**src/rtl/lfu_pkg.sv**
```systemverilog
package lfu_pkg;

   localparam int unsigned CODE_W = 3;

   typedef enum logic [1:0] {
      BASE_PASS = 2'b00,
      BASE_AND  = 2'b01,
      BASE_OR   = 2'b10,
      BASE_XOR  = 2'b11
   } base_fn_e;

   typedef struct packed {
      base_fn_e fn;
      logic     invert;
   } fn_ctrl_t;

endpackage

```
**src/rtl/lfu_decode.sv**
```systemverilog
module lfu_decode
   import lfu_pkg::*;
(
   input  logic [CODE_W-1:0] code_i,
   output fn_ctrl_t          ctrl_o
);

   // upper field selects the base function, lowest bit requests complement
   always_comb begin
      ctrl_o.fn     = base_fn_e'(code_i[CODE_W-1:1]);
      ctrl_o.invert = code_i[0];
   end

endmodule

```
**src/rtl/lfu_bit_slice.sv**
```systemverilog
module lfu_bit_slice
   import lfu_pkg::*;
(
   input  logic     a_i,
   input  logic     b_i,
   input  fn_ctrl_t ctrl_i,
   output logic     base_o,
   output logic     res_o
);

   always_comb begin
      unique case (ctrl_i.fn)
         BASE_PASS: base_o = a_i;
         BASE_AND:  base_o = a_i & b_i;
         BASE_OR:   base_o = a_i | b_i;
         BASE_XOR:  base_o = a_i ^ b_i;
         default:   base_o = a_i;
      endcase
   end

   // single shared complement stage for both members of a function pair
   assign res_o = base_o ^ ctrl_i.invert;

endmodule

```
**src/rtl/lfu_acc_reg.sv**
```systemverilog
module lfu_acc_reg #(
   parameter int unsigned WIDTH = 4
) (
   input  logic             clk,
   input  logic             rst,
   input  logic             load_en,
   input  logic [WIDTH-1:0] d_i,
   output logic [WIDTH-1:0] q_o
);

   always_ff @(posedge clk) begin
      if (rst)
         q_o <= '0;
      else if (load_en)
         q_o <= d_i;
   end


   reset_clear_chk: assert property (@(posedge clk)
      rst |=> (q_o == '0));


   hold_value_chk: assert property (@(posedge clk) disable iff (rst)
      !load_en |=> $stable(q_o));


   load_latency_chk: assert property (@(posedge clk) disable iff (rst)
      load_en |=> (q_o == $past(d_i)));

endmodule

```
**src/rtl/bitwise_fn_unit.sv**
```systemverilog
module bitwise_fn_unit
   import lfu_pkg::*;
#(
   parameter int unsigned WIDTH = 4
) (
   input  logic              clk,
   input  logic              rst,
   input  logic              load_en,
   input  logic [CODE_W-1:0] op_code,
   input  logic [WIDTH-1:0]  opnd_a,
   input  logic [WIDTH-1:0]  opnd_b,
   output logic [WIDTH-1:0]  acc_q
);

   localparam int unsigned MSB = WIDTH - 1;


   if (WIDTH < 1) begin : g_width_bad
      $error("bitwise_fn_unit: WIDTH must be at least 1");
   end

   fn_ctrl_t         ctrl;
   logic [MSB:0]     base_vec;
   logic [MSB:0]     next_vec;

   lfu_decode u_decode (
      .code_i (op_code),
      .ctrl_o (ctrl)
   );

   for (genvar gi = 0; gi < WIDTH; gi++) begin : g_slice
      lfu_bit_slice u_slice (
         .a_i    (opnd_a[gi]),
         .b_i    (opnd_b[gi]),
         .ctrl_i (ctrl),
         .base_o (base_vec[gi]),
         .res_o  (next_vec[gi])
      );
   end

   lfu_acc_reg #(
      .WIDTH (WIDTH)
   ) u_acc (
      .clk     (clk),
      .rst     (rst),
      .load_en (load_en),
      .d_i     (next_vec),
      .q_o     (acc_q)
   );


   pass_a_chk: assert property (@(posedge clk) disable iff (rst)
      (load_en && op_code == 3'b000) |=> (acc_q == $past(opnd_a)));


   inv_a_chk: assert property (@(posedge clk) disable iff (rst)
      (load_en && op_code == 3'b001) |=> (acc_q == ~$past(opnd_a)));


   and_fn_chk: assert property (@(posedge clk) disable iff (rst)
      (load_en && op_code == 3'b010) |=> (acc_q == $past(opnd_a & opnd_b)));


   or_fn_chk: assert property (@(posedge clk) disable iff (rst)
      (load_en && op_code == 3'b100) |=> (acc_q == $past(opnd_a | opnd_b)));


   xor_fn_chk: assert property (@(posedge clk) disable iff (rst)
      (load_en && op_code == 3'b110) |=> (acc_q == $past(opnd_a ^ opnd_b)));


   pair_invert_chk: assert property (@(posedge clk) disable iff (rst)
      (load_en && op_code[0]) |=> (acc_q == ~$past(base_vec)));

endmodule

```
**config.mk**
```make
export PLATFORM = sky130hd
export DESIGN_NAME = bitwise_fn_unit
export DESIGN_NICKNAME = d
export VERILOG_FILES = /design/src/rtl/lfu_pkg.sv /design/src/rtl/lfu_decode.sv /design/src/rtl/lfu_bit_slice.sv /design/src/rtl/lfu_acc_reg.sv /design/src/rtl/bitwise_fn_unit.sv
export SDC_FILE = /design/constraint.sdc
export NUM_CORES = 1
export LEC_CHECK = 0
export BUFFER_PORTS_ARGS = -buffer_cell sky130_fd_sc_hd__buf_4
export CAP_MARGIN = 0
export CORE_AREA = 5 5 42 44
export CTS_BUF_LIST = sky130_fd_sc_hd__clkbuf_16
export DETAILED_ROUTE_END_ITERATION = 10
export DIE_AREA = 0 0 47 49
export HOLD_SLACK_MARGIN = 0.05
export PLACE_DENSITY = 0.69
export REMOVE_ABC_BUFFERS = 1
export SLEW_MARGIN = 40
export SYNTH_ARGS = -nofsm -noshare
export SYNTH_HDL_FRONTEND = slang
export SYNTH_HIERARCHICAL = 1
export SYNTH_SLANG_ARGS = --single-unit
```
**constraint.sdc**
```tcl
create_clock -name clk -period 1.4 [get_ports clk]
set_clock_uncertainty 0.1 [all_clocks]
set_input_delay 0.21 -clock clk [delete_from_list [all_inputs] [get_ports clk]]
set_output_delay 0.21 -clock clk [all_outputs]
set_load 0.05 [all_outputs]
```
* After elaboration in Yosys (flattened, before gate mapping)
Index checks and enable logic that the tools add are counted.
Storage, ports and cells: input port bits 14, word-level logic and storage cells 25, output and inout port bits 4, flip-flop bits (word level) 4
Operators by class: equal/unequal tests 3, reductions and logical operators 1, bitwise gates (word level) 16, mux-type cells 4
Operator list (count):
- 1-bit one-hot mux with 4 select lines | 4
- 1-bit bitwise XOR | 8
- 1-bit bitwise AND | 4
- 2-bit equality test, second input constant | 2
- 1-bit bitwise OR | 4
- 2-bit by 1-bit equality test with 1-bit output, second input constant | 1
- 2-bit logical NOT | 1

* Longest topological paths before layout
Gate-level depths: netlist of run 1.
word-level depth 3, gate-level depth with buffers 7, gate-level depth less buffers 7

* By module
The synthesis of run 1 kept the hierarchy.
By module, submodules not included:
- lfu_bit_slice | instances 4, area an instance 67.6 µm², cells each 7, seq. area each 0.0 µm²
- lfu_acc_reg | instances 1, area an instance 140.1 µm², cells each 13, seq. area each 80.1 µm²
- lfu_decode | instances 1, area an instance 22.5 µm², cells each 3, seq. area each 0.0 µm²

* Worst setup path after synthesis of run 1
Ideal clock, no wire load.
kind input to register, from input port opnd_a[0], to register u_acc.q_o[0], arrival 1272 ps, setup slack -88 ps, stages on the path 6, library setup time 116 ps, required time 1184 ps, path buffers 0, cells stage by stage inv_1 -> ha_1 -> mux4_2 -> xor2_1 -> mux2i_1 -> nor2_1
Between the ends: word-level cells in the longest chain between the ends 3, elaborated cells on any way between the ends 5, classes of those cells mux: 1; bitwise: 4
RTL lines:
- start: declaration | RTL line bitwise_fn_unit.sv:10 | input logic [WIDTH-1:0] opnd_a,
- 1-bit bitwise XOR (tied with other cells) | RTL line lfu_bit_slice.sv:16 | BASE_XOR: base_o = a_i ^ b_i;
- 1-bit one-hot mux with 4 select lines (*) | RTL line lfu_bit_slice.sv:12 | unique case (ctrl_i.fn)
- named net base_vec[0] | RTL line bitwise_fn_unit.sv:23 | logic [MSB:0] base_vec;
- 1-bit bitwise XOR (*) | RTL line lfu_bit_slice.sv:22 | assign res_o = base_o ^ ctrl_i.invert;
- named net next_vec[0] | RTL line bitwise_fn_unit.sv:24 | logic [MSB:0] next_vec;
- end signal: assignment | RTL line lfu_acc_reg.sv:15 | q_o <= d_i;
- end: declaration | RTL line lfu_acc_reg.sv:8 | output logic [WIDTH-1:0] q_o
The timed path passes the listed nets; every way through them passes the cells marked *. A chain may end at the register's enable or synchronous reset.

* Final worst setup path of run 1
from input port opnd_b[3], to register u_acc.q_o[3]
Between the ends: word-level cells in the longest chain between the ends 3, elaborated cells on any way between the ends 5, classes of those cells mux: 1; bitwise: 4
RTL lines:
- start: declaration | RTL line bitwise_fn_unit.sv:11 | input logic [WIDTH-1:0] opnd_b,
- 1-bit bitwise XOR (tied with other cells) | RTL line lfu_bit_slice.sv:16
- 1-bit one-hot mux with 4 select lines (*) | RTL line lfu_bit_slice.sv:12
- named net base_vec[3] | RTL line bitwise_fn_unit.sv:23
- 1-bit bitwise XOR (*) | RTL line lfu_bit_slice.sv:22
- named net next_vec[3] | RTL line bitwise_fn_unit.sv:24
Marks and branches as above.

==> results list, run 1 <==
* Mean Syn Cell Area: roughly 10 sq um
* Instance count of the mapped netlist: 44
* Height of the die: ~49 um
- HPWL after detailed placement: roughly 710 um
* RSZ-0062 raised after global routing: false
* Number of core rows: 14
* Most flop-heavy register: u_acc/q_o
- Arr. time, crit path: 1380 ps
* Min Tclk post-route: 1370 ps
- Top-Level Pins: 18
- Final Core Density: 0.500
- Die Span X: 47 um
- Measured slew at the worst slew-check pin: around 120 ps
- The slowest stage of the critical path is the sky130_fd_sc_hd__mux4_2 cell.
- In this run the remaining antenna-violating nets after routing total 0.
- Critical path, cell by cell: buf_4, inv_2, ha_4, mux4_2, xor2_1, mux2i_1, nor2_1
- Total number of H-tree levels: 1
* Topmost layer with routed signal wires: met4
* Vias in the first global route: between 300 and 400
* Worst IR Drop VDD: 0.000343 V
* Postcts setup bufs: 0
- The worst path meets setup with 30.9 ps of slack.
- The number of hold buffers added after CTS was 0.
- The critical path runs through a total of 7 cells.
- Clk pin slew, worst setup/hold paths: 30 ps
* Ratio of routed vias to standard cells: roughly 4.3
- The synthesized netlist occupies a cell area of 433 sq um.
* Power share of the combinational group: 0.255
- Fin crit share: 0.978
- M1 wire length: between 300 and 400 um
- Count of endpoints failing hold in the final timing report: 0
- Residual overflow from global routing: 0
- Starting DRT DRC Count: 0
- First-pass GRT wire length: ~1400 um
- Cell internal power was estimated by the tool at about 580 uW.
* Layout overhead on the synthesized area: 61.8%
- In the final layout, the share of cells above drive strength 1 is 0.600.
- Total met2 wirelength after detailed routing: about 370 um
* Cell at the root of the clock tree: sky130_fd_sc_hd__clkbuf_16
- Summing internal, switching and leakage power gives between 700 and 800 uW.
- The share of total power dissipated in sequential elements is 0.173.
* Leakage: between 0.0003 and 0.0004 uW
- Antenna violations before repair: 0
* Final setup violating endpoints: 0
- Drt pass-1 iters: 1
- DIE AREA: between 0.002 and 0.0025 sq mm
- The critical path is of the in -> reg type.
- TritonCTS clock tree: done
* Number of max-cap violations: 0
- Data on the critical path is required at its endpoint by 1410 ps.
* Fillcell total: 140
- The cell family contributing the most delay on the critical path is multiplexers.
- Number of library cell types mapped by synthesis: 9
- For this run, design rule violations remaining after detail routing come to 0.
* Switching component of the power: around 180 uW
- For this configuration, the core starts out at a cell density of 0.309.
* Sw Share: 0.238
- For this run, the total global-route usage over all layers was measured as 0.0848.
- The repair_antennas step left the layout with diodes totalling 0.
- Summing all placed instances gives a cell area of between 500 and 600 sq um.
* Max-slew headroom at the worst pin: 0.917
* Worst-Skew Late Latency: between 200 and 250 ps
- Summing all non-filler instances in the final layout gives an area of around 700 sq um.
* Registers with the most flip-flops: u_acc/q_o x4
- Routed wire per std cell: approximately 11 um
- Clock buffer depth: 2
- Startpoint type of the worst setup path: primary input
* Clock network power share: 0.572
- Power spread over the standard cell area amounts to approximately 1100 mW/mm^2.
- Seq cells post-synth: 4
- Number of buffers and inverters on the critical path: 2
- Input and output buffers added on the ports amount to 17.
- After detailed routing, the total wire length is 851 um.
- Counting instances, the worst hold path has a depth of 2.
- The tightest min-delay check is of the in -> reg type.
* Number of clock sinks: 4
- R2r worst-path depth: 2
- Routed length on met3: ~100 um
- CP max stage delay: around 470 ps
- The number of slew-limit violations in the final report was 0.
- Entering global routing, the biggest net connects 5 pins.
- Detailed routing inserted a total of roughly 330 vias.
- At the end of routability-driven placement, the weighted congestion stood at 0.676.
- Peak Freq: about 730 MHz
- Net count reported at finish: between 80 and 90
- Counting the buffers created by CTS gives 3.
- Area of the core: around 0.0014 sq mm
- Outcome: complete, no violations
- Worst slack at placement: -243 ps
- The register with the most flip-flops in the layout has 4 of them.
* Critical path peak fanout: 2
- Critical Path End Type: register
- The tightest hold path in the finished design has a slack of 78.9 ps.
- The Yosys step of the flow raised 6 warnings.
* Proportion of synthesized chip area in sequential cells: 0.185
==> per-layer routing <==
metal | global-route usage | vias up
met5 | 0 | -
met4 | 0.0968 | 0
met3 | 0.0258 | 2
met2 | 0.106 | 16
met1 | 0.100 | 139
li1 | - | 169
==> cell usage after synthesis, drive strengths merged <==
library cell,number,area share
inv,12,0.10
ha,8,0.23
dfxtp,4,0.18
mux2i,4,0.092
mux4,4,0.21
nor2,4,0.035
xor2,4,0.081
buf,3,0.052
clkbuf,1,0.012
==> logic make-up (layout without fill, tap and decap cells) <==
kind of cell / after synthesis / after routing / synth area share
adder cells (fa/ha/maj): 8 / 8 / 0.231
buffers and inverters: 16 / 32 / 0.168
multiplexers: 8 / 8 / 0.301
AND/OR/NAND/NOR: 4 / 4 / 0.0347
flip-flops: 4 / 4 / 0.185
XOR/XNOR: 4 / 4 / 0.0809
==> per-stage QoR <==
step           setup TNS, ps  std cells
6_report                   0         76
5_1_grt                    0         76
4_1_cts                    0         76
3_5_place_dp            -965         73
3_3_place_gp            -847         73
2_1_floorplan           -352         40
==> layout make-up <==
type | instances | area, sq um | share of cell area
clock buffer | 3 | 75.1 | 0.107
inverter | 12 | 60.1 | 0.0857
tap | 16 | 20.0 | 0.0286
sequential | 4 | 80.1 | 0.114
timing repair buffer | 17 | 135 | 0.193
multi-input combinational | 24 | 330 | 0.471
==> cell usage in the layout (no fill, tap or decap), drive strengths merged <==
| cell | instances |
|---|---|
| dfxtp | 4 |
| clkbuf | 3 |
| mux2i | 4 |
| xor2 | 4 |
| nor2 | 4 |
| buf | 17 |
| ha | 8 |
| inv | 12 |
| mux4 | 4 |
==> final timing paths <==
kind                            slack (ps)                 startpoint                   endpoint
worst max-delay path                    30                  opnd_b[3]  u_acc/q_o[3]$_SDFFE_PP0P_
worst min-delay path                    80                        rst  u_acc/q_o[3]$_SDFFE_PP0P_
worst max register to register         720  u_acc/q_o[3]$_SDFFE_PP0P_  u_acc/q_o[3]$_SDFFE_PP0P_
worst min register to register         390  u_acc/q_o[2]$_SDFFE_PP0P_  u_acc/q_o[2]$_SDFFE_PP0P_
==> power groups by stage <==
stage	combinational, uW	clock, uW	sequential, uW
floorplan	65.4	0	173
global placement	170	0	133
detailed placement	176	0	134
CTS	191	448	132
global route	211	457	133
finish	195	438	132
==> timing repair <==
item	in CTS	in global routing
gates resized for setup	12	8
pin swaps	12	8
hold endpoints to repair	0	0
endpoints found under the setup margin	4	4
No activity file was read; power rests on OpenSTA's default activity.
==> run 2, diff against run 1 <==
--- a/config.mk
+++ b/config.mk
@@ -8,10 +8,10 @@
 export BUFFER_PORTS_ARGS = -buffer_cell sky130_fd_sc_hd__buf_4
 export CAP_MARGIN = 0
-export CORE_AREA = 5 5 42 44
+export CORE_AREA = 2 2 39 41
 export CTS_BUF_LIST = sky130_fd_sc_hd__clkbuf_16
 export DETAILED_ROUTE_END_ITERATION = 10
-export DIE_AREA = 0 0 47 49
+export DIE_AREA = 0 0 41 43
 export HOLD_SLACK_MARGIN = 0.05
-export PLACE_DENSITY = 0.69
+export PLACE_DENSITY = 0.67
 export REMOVE_ABC_BUFFERS = 1
 export SLEW_MARGIN = 40
==> constraint.sdc (replaced) <==
create_clock -name clk -period 1.35 [get_ports clk]
set_clock_uncertainty 0.1 [all_clocks]
set_input_delay 0.2025 -clock clk [delete_from_list [all_inputs] [get_ports clk]]
set_output_delay 0.2025 -clock clk [all_outputs]
set_load 0.01 [all_outputs]
==> run 2 against run 1 <==
Against the previous run:
- register-to-register slack worse by 70 ps
- cell area is 5.7% higher
- power is 1.0% higher
- worst setup slack worse by 15 ps
- worst hold slack worse by 19 ps
- clock-buffer cell count stayed put
- die area is 23% lower
- largest cell class unchanged
- highest routed layer unchanged
- first-iteration DRC count is 3 higher
- critical endpoint is now u_acc/q_o[2]$_SDFFE_PP0P_
==> results list, run 2 (synthesis gave the netlist of run 1 again) <==
* Area of the core: 0.00138 sq mm (-1.2%)
* Measured slew at the worst slew-check pin: 127 ps (+5.22 ps)
* Most frequent cells in the layout: 9 x sky130_fd_sc_hd__buf_4, 7 x sky130_fd_sc_hd__inv_4
* Number of core rows: 14 (unchanged)
- The maximum buffer depth of the clock tree is 2 (unchanged).
* Pin count of the biggest net entering global routing: 5 (unchanged)
- The number of nets in the final layout came to 84 (unchanged).
* Top-Level Pins: 18 (unchanged)
- Arr. time, crit path: 1350 ps (-30 ps)
- The H-tree depth is 1 (unchanged).
* Final max-slew violation count: 0 (unchanged)
- Wire length after detailed routing: 791 um (-7.1%)
- The tree is rooted in a sky130_fd_sc_hd__clkbuf_16.
- Total negative setup slack: 0 ps (unchanged)
- Leaving out fill and tap cells, the most frequent cell in the layout is sky130_fd_sc_hd__buf_4.
- The starting density of the core is 0.313 (+0.00391).
- Count of endpoints failing hold in the final timing report: 0 (unchanged)
- Terminating pin of the worst hold path: u_acc/q_o[0]$_SDFFE_PP0P_
- The number of port buffers is 17 (unchanged).
* Number of flip-flops under the largest register name: 4 (unchanged)
- The DRC violations left is 0 (unchanged).
* Vias after detailed routing: 347 (+6.4%)
- The average routed wire per standard cell is 10.4 um (-7.1%).
- Ratio of routed vias to standard cells: 4.57 (+6.4%)
- TritonCTS built the clock tree.
- HPWL after detailed placement: 610 um (-14%)
* ANT cells: 0 (unchanged)
* TritonCTS buffer count: 3 (unchanged)
- Critical path peak fanout: 2 (unchanged)
* RSZ-0062 raised after global routing: true
* Power consumption: 773 uW (+1.0%)
- The final-layout worst hold slack came to 59.9 ps (-19.0 ps).
- First-pass GRT wire length: 1220 um (-11%)
* Worst-case setup margin in the final layout: 15.8 ps (-15.0 ps)
* Height of the die: 43 um (-12%)
* Residual overflow from global routing: 0 (unchanged)
- The largest vdd supply drop came to 0.000557 V (+62%).
- The die area is 0.00176 sq mm (-23%).
- Die Span X: 41 um (-13%)
- The total of endpoints with negative setup slack in the final report was 0 (unchanged).
- Derived from the worst setup path, the maximum achievable clock frequency is roughly 750 MHz.
* Number of max-cap violations: 0 (unchanged)
* Vias in the first global route: 338 (-2.0%)
- The run finished with clean final reports.
- Global router's overall resource usage: 0.107 (+0.0222)
- The worst setup path is captured at a register.
- The critical path is of the in -> reg type.
- Hold crit path type: in -> reg
* Max-slew headroom at the worst pin: 0.913 (-0.00358)
- Counting flops per register, the top entry is u_acc/q_o.
* Worst reg-to-reg setup slack: 650 ps (-70 ps)
* Min Tclk post-route: roughly 1300 ps
- R2r worst-path depth: 2 (unchanged)
* Worst slack at placement: -293 ps (-49.4 ps)
* Worst-Skew Late Latency: 220 ps (about the same)
- The routability-driven placement congestion ratio was 0.596 (-12%).
- The leakage power was 0.000351 uW (+3.8%).
* Fraction of final layout cells with drive strength greater than 1: 0.600 (unchanged)
- Worst r2r src: u_acc/q_o[2]$_SDFFE_PP0P_
- In this run the most critical hold path is launched from rst.
* RR Endpoint: u_acc/q_o[2]$_SDFFE_PP0P_
- Antenna violations before repair: 0 (unchanged)
- The number of iterations in the first detailed-routing pass came to 2 (+1).
* Critical path data required time: 1360 ps (-50 ps)
- The cell depth of the worst min-delay path came to 2 (unchanged).
- The number of antenna-violating nets in the routed design came to 0 (unchanged).
* Number of clock sinks: 4 (unchanged)
- Fin crit share: 0.988
- The power density over the cells was 1040 mW/mm^2 (-4.4%).
* Layout overhead on the synthesized area: 71.1%
* Starting DRT DRC Count: 3 (+3)
- Clk pin slew, worst setup/hold paths: 30 ps (about the same)
* Startpoint type of the worst setup path: primary input
- Registers with the most flip-flops: u_acc/q_o x4
==> run 2: cell count changes in the layout (fill, tap and decap cells not counted) <==
cell | previous run | this run
sky130_fd_sc_hd__buf_8 | 0 | 4
sky130_fd_sc_hd__buf_4 | 15 | 9
sky130_fd_sc_hd__inv_4 | 6 | 7
sky130_fd_sc_hd__buf_6 | 2 | 4
sky130_fd_sc_hd__inv_2 | 2 | 1
==> run 2: where the power goes <==
part           leakage (uW)  internal (uW)  switching [uW]
logic              0.000281            107            71.2
clock network     0.0000370            378            79.9
registers         0.0000330            131            6.32
total              0.000351            616             157
==> run 2: cell type report <==
class	instances	area, sq um
multi-input combinational	24	330
fill	136	643
inverter	12	62.6
timing repair buffer	17	173
sequential	4	80.1
tap	16	20.0
clock buffer	3	75.1
==> run 2: worst max path at each step <==
| stage | startpoint | end | cells past startpoint |
|---|---|---|---|
| after global routing | opnd_b[3] | u_acc/q_o[3]$_SDFFE_PP0P_ | 7 |
| after floorplan | opnd_a[0] | u_acc/q_o[0]$_SDFFE_PP0P_ | 6 |
| after CTS | opnd_b[2] | u_acc/q_o[2]$_SDFFE_PP0P_ | 7 |
| after global placement | opnd_a[3] | u_acc/q_o[3]$_SDFFE_PP0P_ | 7 |
| final | opnd_b[2] | u_acc/q_o[2]$_SDFFE_PP0P_ | 7 |
| after detailed placement | opnd_a[2] | u_acc/q_o[2]$_SDFFE_PP0P_ | 7 |
==> run 2: stage by stage <==
step | utilization | cell area, sq um | std cells
final | 0.535 | 741 | 76
after detailed placement | 0.400 | 553 | 73
after global routing | 0.535 | 741 | 76
after global placement | 0.400 | 553 | 73
after floorplan | - | 405 | 40
after CTS | 0.521 | 721 | 76
==> run 2: layer usage <==
layer,global-route usage,routed length [um],up-vias
met5,0,0,-
met4,0.100,22,0
met3,0.0314,82,2
met2,0.169,389,17
met1,0.101,297,158
li1,-,-,170
==> run 2: worst max-delay path, cell delays in order <==
cell and delay [ps]:
sky130_fd_sc_hd__buf_8 100, sky130_fd_sc_hd__inv_4 50, sky130_fd_sc_hd__ha_4 180, sky130_fd_sc_hd__mux4_2 460, sky130_fd_sc_hd__xor2_1 150, sky130_fd_sc_hd__mux2i_1 140, sky130_fd_sc_hd__nor2_1 60
==> run 2: timing repair <==
item / CTS / global route
setup endpoints to repair: 4 / 4
hold buffers: 0 / 0
setup buffers: 0 / 0
pin swaps: 12 / 7
cloned: 0 / 0
gates resized for setup: 25 / 6
